<file path="src/rtl/wkm_pkg.sv">
package wkm_pkg;
  localparam int unsigned WORD_W  = 32;
  localparam int unsigned WORD_BY = WORD_W / 8;
  localparam int unsigned BYTE_LSB = $clog2(WORD_BY);
  typedef logic [WORD_W-1:0] word_t;
endpackage

</file>
<file path="src/rtl/wkm_sync.sv">
module wkm_sync #(
  parameter int unsigned W = 8
) (
  input  logic         clk_i,
  input  logic         rst_ni,
  input  logic [W-1:0] d_i,
  output logic [W-1:0] q_o
);
  logic [W-1:0] meta_q, sync_q;

  always_ff @(posedge clk_i or negedge rst_ni) begin
    if (!rst_ni) begin
      meta_q <= '0;
      sync_q <= '0;
    end else begin
      meta_q <= d_i;
      sync_q <= meta_q;
    end
  end

  assign q_o = sync_q;
endmodule

</file>
<file path="src/rtl/wkm_bank.sv">
module wkm_bank
  import wkm_pkg::*;
#(
  parameter int unsigned NUM_WORDS = 4,
  parameter int unsigned ADDR_W    = 8,
  parameter int unsigned BASE      = 'h30
) (
  input  logic                        clk_i,
  input  logic                        rst_ni,
  input  logic [ADDR_W-1:0]           addr_i,
  input  logic                        we_i,
  input  word_t                       wdata_i,
  input  logic [NUM_WORDS*WORD_W-1:0] irq_s_i,
  input  logic                        wfi_i,
  output word_t                       rdata_o,
  output logic                        wake_o
);
  localparam int unsigned IDX_W   = (NUM_WORDS > 1) ? $clog2(NUM_WORDS) : 1;
  localparam int unsigned SPAN_BY = NUM_WORDS * WORD_BY;

  logic [ADDR_W-1:0]    off;
  logic                 hit;
  logic [IDX_W-1:0]     idx;
  word_t                mask_q [NUM_WORDS];
  logic [NUM_WORDS-1:0] pend;
  logic                 wake_q;

  // window decode: in range and word aligned
  assign off = addr_i - ADDR_W'(BASE);
  assign hit = (addr_i >= ADDR_W'(BASE)) && (off < ADDR_W'(SPAN_BY)) &&
               (off[BYTE_LSB-1:0] == '0);
  assign idx = off[BYTE_LSB +: IDX_W];

  for (genvar w = 0; w < NUM_WORDS; w++) begin : g_word
    always_ff @(posedge clk_i or negedge rst_ni) begin
      if (!rst_ni) mask_q[w] <= '1;
      else if (we_i && hit && (idx == IDX_W'(w))) mask_q[w] <= wdata_i;
    end
    assign pend[w] = |(irq_s_i[w*WORD_W +: WORD_W] & ~mask_q[w]);
  end

  assign rdata_o = hit ? mask_q[idx] : '0;

  always_ff @(posedge clk_i or negedge rst_ni) begin
    if (!rst_ni) wake_q <= 1'b0;
    else         wake_q <= wfi_i & (|pend);
  end

  assign wake_o = wake_q;
endmodule

</file>
<file path="src/rtl/wake_mask_ctrl.sv">
module wake_mask_ctrl
  import wkm_pkg::*;
#(
  parameter int unsigned NUM_CORES   = 2,
  parameter int unsigned NUM_IRQ     = 128,
  parameter int unsigned ADDR_W      = 8,
  parameter int unsigned BANK_BASE   = 'h30,
  parameter int unsigned BANK_STRIDE = 'h10
) (
  input  logic                 clk_i,
  input  logic                 rst_ni,
  input  logic [NUM_IRQ-1:0]   irq_i,
  input  logic [NUM_CORES-1:0] wfi_i,
  input  logic [ADDR_W-1:0]    reg_addr_i,
  input  logic                 reg_we_i,
  input  logic [WORD_W-1:0]    reg_wdata_i,
  output logic [WORD_W-1:0]    reg_rdata_o,
  output logic [NUM_CORES-1:0] wake_o
);
  localparam int unsigned NUM_WORDS = (NUM_IRQ + WORD_W - 1) / WORD_W;
  localparam int unsigned PAD_W     = NUM_WORDS * WORD_W;

  logic [NUM_IRQ-1:0] irq_s;
  logic [PAD_W-1:0]   irq_pad;
  word_t              bank_rdata [NUM_CORES];

  wkm_sync #(.W(NUM_IRQ)) u_sync (
    .clk_i  (clk_i),
    .rst_ni (rst_ni),
    .d_i    (irq_i),
    .q_o    (irq_s)
  );

  always_comb begin
    irq_pad = '0;
    irq_pad[NUM_IRQ-1:0] = irq_s;
  end

  for (genvar c = 0; c < NUM_CORES; c++) begin : g_core
    wkm_bank #(
      .NUM_WORDS (NUM_WORDS),
      .ADDR_W    (ADDR_W),
      .BASE      (BANK_BASE + c * BANK_STRIDE)
    ) u_bank (
      .clk_i   (clk_i),
      .rst_ni  (rst_ni),
      .addr_i  (reg_addr_i),
      .we_i    (reg_we_i),
      .wdata_i (reg_wdata_i),
      .irq_s_i (irq_pad),
      .wfi_i   (wfi_i[c]),
      .rdata_o (bank_rdata[c]),
      .wake_o  (wake_o[c])
    );
  end

  // banks do not overlap, so an OR of their gated read data is the mux
  always_comb begin
    reg_rdata_o = '0;
    for (int c = 0; c < NUM_CORES; c++) reg_rdata_o |= bank_rdata[c];
  end
endmodule

</file>
<file path="config.mk">
export PLATFORM = sky130hd
export DESIGN_NAME = wake_mask_ctrl
export DESIGN_NICKNAME = d
export VERILOG_FILES = /design/src/rtl/wkm_pkg.sv /design/src/rtl/wkm_sync.sv /design/src/rtl/wkm_bank.sv /design/src/rtl/wake_mask_ctrl.sv
export SDC_FILE = /design/constraint.sdc
export NUM_CORES = 1
export LEC_CHECK = 0
export BUFFER_PORTS_ARGS = -buffer_cell sky130_fd_sc_hd__buf_4
export CORE_UTILIZATION = 56
export CTS_BUF_LIST = sky130_fd_sc_hd__clkbuf_8 sky130_fd_sc_hd__clkbuf_16
export CTS_CLUSTER_DIAMETER = 50
export DETAILED_ROUTE_END_ITERATION = 16
export GPL_TIMING_DRIVEN = 0
export PLACE_DENSITY_LB_ADDON = 0.05
export SETUP_SLACK_MARGIN = 0.5
export SYNTH_ARGS = -nofsm -noshare
export SYNTH_HDL_FRONTEND = slang
export SYNTH_SLANG_ARGS = --single-unit
</file>
<file path="constraint.sdc">
create_clock -name clk_i -period 1.86 [get_ports clk_i]
set_input_delay 0.093 -clock clk_i [delete_from_list [all_inputs] [get_ports clk_i]]
set_output_delay 0.093 -clock clk_i [all_outputs]
set_load 0.005 [all_outputs]
</file>
==> results.py <==
metrics = {
    "clocking": {
        "cts.htree.levels": 2,
        "cts.sinks": 514,
        "numCtsBuffers": 52,
        "cts-root-buf": "clkbuf_16",
        "cts-hold-fix-buffers": 163,
        "cts_tree": "built",
        "clk_latency_ps": 580,
        "cts.clk_slew.worst_paths_ps": 60,
        "cts_buffer_depth": 3,
    },
    "sta": {
        "clock_skew_ps": 16.7,
        "timing.hold.ws_ps": -535,
        "timing.final.ws_setup_ps": -107,
        "max_slew.worst_pin.slew_ps": 775,
        "finalCriticalPeriod_ps": 1970,
        "fin_crit_sh": 1.06,
        "finalSetupViolations": 29,
        "hold_viol_final": 82,
        "slew_headroom": 0.484,
        "max_clock_freq_mhz": 508,
        "rsz0062_at_grt": "yes",
        "slew_violations": 0,
    },
    "pwr": {
        "ir_worst_vdd_mv": 0.887,
        "power_mw": 25.5,
        "p_leak_nw": 11.9,
        "powerDensity_nw_per_um2": 939,
    },
    "route": {
        "first_pass_iters": 5,
        "drt_iter0_markers": 874,
        "ant_nets": 0,
        "vias": 13266,
        "routed_wl_mm": 62.6,
        "drc_errors": 0,
        "wl_per_cell_um": 28.2,
        "avgViaCountPerCell": 5.98,
    },
    "critical_path": {
        "start_kind": "register",
        "critPathMaxFanout": 3,
        "arrival_ps": 2420,
        "crit_start": "g_core[1].u_bank.mask_q[101]$_DFFE_PN1P_",
        "worst-setup-path-type": "reg -> reg",
        "endpoint_kind": "register",
        "cp.required_ps": 2310,
        "rr_startpoint": "g_core[1].u_bank.mask_q[101]$_DFFE_PN1P_",
        "reg2regPathDepth": 5,
    },
    "global_routing": {
        "antenna_found_initial": 5,
        "grt-ovfl-total": 0,
        "grt_pass1_wl_mm": 90.3,
        "grt_use_total": 0.351,
        "grt_pass1_vias": 13811,
        "grt_start_max_net_pins": 128,
    },
    "synthesis": {
        "yosys_most_used_dff": "dfrtp_1",
        "synth_edf_count": 0,
        "avgSynthCellArea_um2": 16.1,
        "synth_seq_area_share": 0.657,
        "netlist_area_um2": 20100,
        "yosysUniqueCellTypes": 34,
        "syn_inst": 1244,
        "synth-seq-cells": 514,
        "async_flop_share": 1.00,
        "syn_nets": 1417,
        "ys_warn_count": 0,
    },
    "finish": {
        "final_cell_mix": "dfrtp_1 (258), dfstp_2 (256), buf_4 (254)",
        "area_delta_synth_final_pct": 35.4,
        "finalNetCount": 1894,
        "fillers": 2064,
        "fin_util": 0.779,
        "final_common_cell": "dfrtp_1",
        "instances_no_fill": 2220,
        "drive_above_1_share": 0.588,
    },
    "hold_path": {
        "hp-class": "in -> async",
    },
    "run_status": {
        "violations": "hold timing, setup timing",
        "status": "finished with violations",
    },
    "flow_run": {
        "cap_violations": 0,
    },
    "placement": {
        "dp.cells": 1907,
        "io_buffers": 204,
        "gp_congestion": 0.954,
        "dp_hpwl_mm": 42.1,
    },
    "floorplan": {
        "die_w_um": 191,
        "initial_core_util": 0.576,
        "core_um2": 34900,
        "pin_count": 207,
        "die_area_um2": 36600,
        "dieHeight_um": 191,
        "row_count": 68,
    },
}
## area by class of cell
| class | instances | area (um2) | area share |
|---|---|---|---|
| antenna | 2 | 5.00 | 0.000184 |
| buffer | 51 | 444 | 0.0163 |
| clock buffer | 61 | 1440 | 0.0528 |
| clock inverter | 35 | 368 | 0.0135 |
| inverter | 68 | 255 | 0.00939 |
| multi-input combinational | 611 | 7100 | 0.261 |
| sequential | 514 | 13200 | 0.485 |
| tap | 455 | 569 | 0.0209 |
| timing repair buffer | 423 | 3820 | 0.140 |
## worst max-delay path: stages, from the launching register on
cell	delay (ps)
dfstp_2	540
nand2b_1	160
o2111ai_1	240
a2111oi_4	360
nand4_1	200
o31a_1	330
## per-stage QoR
stage	worst slack [ps]	cell area (um2)	setup TNS [ps]
after CTS	-86.4	26800	-1580
final	-107	27200	-1360
after detailed placement	-735	22600	-8250
after floorplan	361	20400	0
after global placement	-4320	22500	-1778270
after global routing	-118	27200	-2130
## final timing paths
check,endpoint,slack (ps)
min in group clk_i,g_core[0].u_bank.mask_q[0]$_DFFE_PN1P_,30
max in group asynchronous,g_core[0].u_bank.mask_q[48]$_DFFE_PN1P_,920
setup reg to reg,g_core[1].u_bank.wake_o$_DFF_PN0_,-110
hold / removal,u_sync.q_o[69]$_DFF_PN0_,-530
hold reg to reg,u_sync.q_o[66]$_DFF_PN0_,350
setup / recovery,g_core[1].u_bank.wake_o$_DFF_PN0_,-110
## synthesized netlist by cell type, types with 6 or more instances
master / count / area (um2)
inv_1: 68 / 255
clkbuf_1: 8 / 30.0
dfstp_2: 256 / 6730
buf_4: 8 / 60.1
nand2b_1: 121 / 757
mux4_2: 64 / 1440
buf_2: 28 / 140
o2111ai_1: 40 / 350
mux2_2: 246 / 2770
dfrtp_1: 258 / 6460
nor4_1: 16 / 100
nor3_1: 6 / 30.0
nand4_1: 6 / 37.5
mux2_1: 6 / 67.6
a22o_1: 32 / 280
o22ai_1: 46 / 288
## flip-flops by register name, summed over array words and instances, names as in the netlist
register and count:
g_core.u_bank.mask_q 256, u_sync.meta_q 128, u_sync.q_o 128, g_core.u_bank.wake_o 2
## cells by family after synthesis
family                 share of synthesized area
multiplexers                               0.215
AO/OA/AOI/OAI                             0.0480
flip-flops                                 0.657
buffers and inverters                     0.0270
AND/OR/NAND/NOR                           0.0537
## metal layers
metal / vias up / part of all wire / routed length (um) / global-route usage
met4: 4 / 0.047 / 2920 / 0.161
met5: - / 0.00037 / 23 / 0
li1: 5484 / - / - / -
met1: 7022 / 0.40 / 25000 / 0.477
met3: 158 / 0.079 / 4940 / 0.0740
met2: 598 / 0.47 / 29700 / 0.548
## where the power goes
| part | total [mW] | switching [mW] | internal, mW |
|---|---|---|---|
| Combinational | 2.22 | 1.06 | 1.16 |
| Clock | 10.9 | 4.46 | 6.48 |
| Sequential | 12.4 | 0.391 | 12.0 |
| Total | 25.5 | 5.92 | 19.6 |
## what timing repair did
action / 4_1_cts / 5_1_grt
endpoints found under the hold margin: 476 / 38
pin swaps: 48 / 13
gates cloned: 0 / 0
resized for setup: 60 / 50
endpoints found under the setup margin: 47 / 53
setup buffers: 43 / 9
Power figures use the tool's default switching activity.
